==> config.mk <==
export PLATFORM = sky130hd
export DESIGN_NAME = radio_pwr_seq
export DESIGN_NICKNAME = d
export VERILOG_FILES = /design/src/rtl/radio_pwr_seq.sv
export SDC_FILE = /design/constraint.sdc
export NUM_CORES = 1
export LEC_CHECK = 0
export BUFFER_PORTS_ARGS = -buffer_cell sky130_fd_sc_hd__buf_2
export CAP_MARGIN = 0
export CORE_MARGIN = 3
export CORE_UTILIZATION = 55
export CTS_CLUSTER_DIAMETER = 100
export DETAILED_ROUTE_END_ITERATION = 8
export GPL_TIMING_DRIVEN = 0
export PLACE_DENSITY = 0.74
export SLEW_MARGIN = 30
export SYNTH_ARGS = -nofsm -noshare
export SYNTH_HDL_FRONTEND = slang
export SYNTH_SLANG_ARGS = --single-unit
==> constraint.sdc <==
create_clock -name clk -period 4.77 [get_ports clk]
set_input_delay 0.954 -clock clk [delete_from_list [all_inputs] [get_ports clk]]
set_output_delay 0.954 -clock clk [all_outputs]
set_load 0.02 [all_outputs]
==> src/rtl/radio_pwr_seq.sv <==
module radio_pwr_seq #(
  parameter int TICK_CYC  = 50000,
  parameter int SETTLE_MS = 10,
  parameter int CLKSTB_MS = 10,
  parameter int WAKE_MS   = 250,
  parameter int BOOT_MS   = 50,
  parameter int HOLD_MS   = 30
) (
  input  logic clk,
  input  logic rst_n,
  input  logic on_req,
  input  logic off_req,
  output logic rail_en,
  output logic lpclk_en,
  output logic wake_o,
  output logic rst_n_o,
  output logic ready,
  output logic busy
);
  localparam int MAXA = (SETTLE_MS > CLKSTB_MS) ? SETTLE_MS : CLKSTB_MS;
  localparam int MAXB = (WAKE_MS > BOOT_MS) ? WAKE_MS : BOOT_MS;
  localparam int MAXC = (MAXA > MAXB) ? MAXA : MAXB;
  localparam int MAXMS = (MAXC > HOLD_MS) ? MAXC : HOLD_MS;
  localparam int MSW = $clog2(MAXMS + 1);
  localparam int PW  = $clog2(TICK_CYC + 1);

  typedef enum logic [3:0] {
    S_OFF, S_SETTLE, S_RAIL, S_CLKW, S_WAKE, S_BOOT, S_READY, S_HOLD, S_DROP
  } st_t;

  st_t st, nxt;
  logic [PW-1:0]  pre;
  logic [MSW-1:0] ms, lim;
  logic tick, done, up_phase;

  always_comb begin
    case (st)
      S_SETTLE: lim = MSW'(SETTLE_MS);
      S_CLKW:   lim = MSW'(CLKSTB_MS);
      S_WAKE:   lim = MSW'(WAKE_MS);
      S_BOOT:   lim = MSW'(BOOT_MS);
      S_HOLD:   lim = MSW'(HOLD_MS);
      default:  lim = MSW'(1);
    endcase
  end

  assign tick = (pre == PW'(TICK_CYC - 1));
  assign done = tick && (ms == lim - MSW'(1));
  assign up_phase = (st != S_OFF) && (st != S_HOLD) && (st != S_DROP);

  always_comb begin
    nxt = st;
    case (st)
      S_OFF:    if (on_req) nxt = S_SETTLE;
      S_SETTLE: if (done) nxt = S_RAIL;
      S_RAIL:   nxt = S_CLKW;
      S_CLKW:   if (done) nxt = S_WAKE;
      S_WAKE:   if (done) nxt = S_BOOT;
      S_BOOT:   if (done) nxt = S_READY;
      S_HOLD:   if (done) nxt = S_DROP;
      S_DROP:   nxt = S_OFF;
      default:  nxt = st;
    endcase
    if (off_req && up_phase) nxt = S_HOLD;
  end

  always_ff @(posedge clk or negedge rst_n) begin
    if (!rst_n) begin
      st       <= S_OFF;
      pre      <= '0;
      ms       <= '0;
      rail_en  <= 1'b0;
      lpclk_en <= 1'b0;
      wake_o   <= 1'b0;
      rst_n_o  <= 1'b0;
    end else begin
      st <= nxt;
      if (nxt != st) begin
        pre <= '0;
        ms  <= '0;
      end else if (tick) begin
        pre <= '0;
        ms  <= ms + MSW'(1);
      end else begin
        pre <= pre + PW'(1);
      end
      if (nxt != S_HOLD) begin
        rail_en  <= nxt inside {S_RAIL, S_CLKW, S_WAKE, S_BOOT, S_READY};
        lpclk_en <= (nxt inside {S_CLKW, S_WAKE, S_BOOT, S_READY}) ||
                    (nxt == S_DROP && lpclk_en);
        wake_o   <= nxt inside {S_WAKE, S_BOOT, S_READY};
      end
      rst_n_o <= nxt inside {S_BOOT, S_READY};
    end
  end

  assign ready = (st == S_READY);
  assign busy  = up_phase && (st != S_READY) || (st == S_HOLD) || (st == S_DROP);
endmodule

==> out/qor.csv <==
metric,value,unit
drc,0,
syn_to_final_growth,8.182,%
whs,0.4735,ns
p_per_area,280.8,nW/um^2
status,"complete, no violations",
peakVddDrop,0.2224,mV
cp_cell_sequence,"ha_1, and3_1, and4_1, buf_4, o211ai_1, or4_4, mux2_4, o211ai_4, buf_6, nor3_1",
crit_path_start_kind,register,
leakage,0.9146,nW
crit_required,4.97,ns
postSynthNetCount,210,
dpl.hpwl,2.823,mm
cts_tree,built,
yosysSeqAreaShare,0.4156,
drive_above_1_share,0.1409,
grt_pass1_wl,7.100,mm
slowest_delay,0.49,ns
critPathMaxFanout,10,
crit_arrival,3.04,ns
cp_num_buf_inv,2,
path_delay_family,simple AND/OR/NAND/NOR gates,
overflow,0,
first_pass_iters,5,
post-route-period-util,0.5956,
fill_cells,302,
clkLatencyLatePin,0.34,ns
first_global_vias,1497,
relSlewSlack,0.5377,
ys_seq_elements,32,
fin_crit,2.841,ns
slew_violations,0,
finClkSkew,0.01201,ns
die_area,4250,um^2
antenna_found_initial,0,
clockBufferDepth,2,
die_y,65.19,um
drt_iter0_drc,112,
initial_core_util,0.6016,
gp_congestion,0.8963,
final_area,2085,um^2
ant_nets,0,
p_total,585.4,uW
synth_edf_count,0,
fin_nets,225,
dpl_cell_area,2022,um^2
finalSetupViolations,0,
wl,3.953,mm
cts_setup_buffers,0,
cts_hold_buf,0,
coreArea,3203,um^2
antennaDiodeCount,0,
clockRootBuffer,clkbuf_4,
synth_cell_types,49,
holdCritPathClass,reg2reg,
path_class,reg2reg,
rsz0062_at_grt,false,
pin_count,10,
fmax,0.3520,GHz
synthFlopType,dfrtp_1,
crit_slowest_cell,or4_4,
hold_viol_final,0,
dp_cells,256,
die_w,65.19,um
yosysWarnings,0,
end_kind,register,
grtUsageTotal,0.2151,
syn_inst,204,
post_synth.cell_area_avg,9.445,um^2
vias,1556,
clk_pin_slew,0.10,ns
cts.repair.resized,0,
port_buffers,8,
post_drt_wl_per_cell,14.97,um
stdcell_count,264,
clock_sink_count,32,
tightest_slew,0.6934,ns
htreeDepth,2,
finalSetupTns,0,ns
grt_start_max_net_pins,33,
row_count,20,
async_reset_ff_frac,1.000,
cap_violations,0,
cts-buffers-inserted,5,
syn_area,1927,um^2
routed_via_density,5.894,
path summary, 6_finish.rpt:
check / depth (start not counted) / end / from / slack, ns
max reg2reg: 10 / ms[6]$_DFFE_PN0P_ / pre[0]$_DFF_PN0_ / 1.93
min: 1 / pre[0]$_DFF_PN0_ / pre[0]$_DFF_PN0_ / 0.47
max: 10 / ms[6]$_DFFE_PN0P_ / pre[0]$_DFF_PN0_ / 1.93
min in group asynchronous: 1 / ms[1]$_DFFE_PN0P_ / rst_n / 0.65
max in group asynchronous: 1 / st[3]$_DFF_PN0_ / rst_n / 3.67
min reg2reg: 1 / pre[0]$_DFF_PN0_ / pre[0]$_DFF_PN0_ / 0.47
cell usage in the layout, fill, tap and decap left out, drive strengths merged, types with 2 or more instances in the layout:
master / netlist / final
o22ai: 2 / 2
xnor2: 11 / 11
nor4b: 2 / 2
a21oi: 9 / 9
and2: 5 / 5
xor2: 12 / 12
nand3: 7 / 7
o21ai: 4 / 4
nand2b: 2 / 2
o211ai: 2 / 2
or4: 2 / 2
nand3b: 2 / 2
mux2: 3 / 3
and3: 7 / 7
or3: 2 / 2
nand4: 5 / 5
nor2: 15 / 15
ha: 2 / 2
inv: 9 / 9
buf: 8 / 16
dfrtp: 32 / 32
a211oi: 2 / 2
clkbuf: 2 / 9
mux2i: 4 / 4
nand2: 10 / 10
nor3: 28 / 28
metal layers:
metal | part of all wire | GRT usage | wire, um
met1 | 0.50 | 0.3014 | 1968
met2 | 0.46 | 0.3325 | 1804
met3 | 0.043 | 0.06667 | 169
met4 | 0.0025 | 0.03627 | 10
met5 | 0 | 0 | 0
cell type report:
class | instances | area [um^2] | area share
multi-input cells | 153 | 1018 | 0.4886
flip-flops and latches | 32 | 800.8 | 0.3842
plain buffers | 10 | 73.82 | 0.03541
clock buffers | 7 | 55.05 | 0.02641
well taps | 44 | 55.05 | 0.02641
repair buffers | 8 | 40.04 | 0.01921
inverters | 9 | 33.78 | 0.01621
clock inverters | 1 | 7.507 | 0.003601
logic make-up after synthesis:
kind of cell | after synthesis | share of synthesized area
buffers and inverters | 19 | 0.05585
xor gates and xnor gates | 23 | 0.1045
adders and majority gates | 2 | 0.01298
AOI/OAI and AO/OA | 27 | 0.09935
and+or+nand+nor | 94 | 0.2695
DFF | 32 | 0.4156
muxes | 7 | 0.04221
metrics by stage:
| stage | utilization | worst slack (ns) |
|---|---|---|
| 6_report | 0.6508 | 1.929 |
| 5_1_grt | 0.6508 | 1.711 |
| 3_5_place_dp | 0.6313 | 1.939 |
| 4_1_cts | 0.6508 | 1.925 |
| 2_1_floorplan | - | 2.262 |
| 3_3_place_gp | 0.6313 | 2.002 |
report_power, final:
group / leakage (nW) / total, mW / switching, mW / internal, mW
logic: 0.475 / 0.100 / 0.0526 / 0.0474
registers: 0.408 / 0.317 / 0.0214 / 0.295
clock network: 0.0315 / 0.169 / 0.0966 / 0.0721
state kept, by name, indices dropped and copies added (netlist names):
register,cells
st,4
rst_n_o,1
lpclk_en,1
wake_o,1
pre,16
rail_en,1
ms,8
cell usage after synthesis (2+ instances only):
cell	number	area [um^2]
dfrtp_1	32	800.8
nor3_1	28	140.1
nor2_1	15	56.30
xor2_1	12	105.1
xnor2_1	11	96.34
nand2_1	10	37.54
a21oi_1	9	45.04
and3_1	7	43.79
inv_1	7	26.28
nand3_1	7	35.03
and2_1	5	31.28
nand4_1	5	31.28
buf_6	4	45.04
mux2i_1	4	40.04
o21ai_0	4	20.02
a211oi_1	2	15.01
buf_2	2	10.01
clkbuf_1	2	7.510
ha_1	2	25.02
inv_2	2	7.510
mux2_4	2	30.03
nand2b_1	2	12.51
nand3b_1	2	15.01
o22ai_1	2	12.51
or3_1	2	12.51
(Power assumes the default switching activity.)
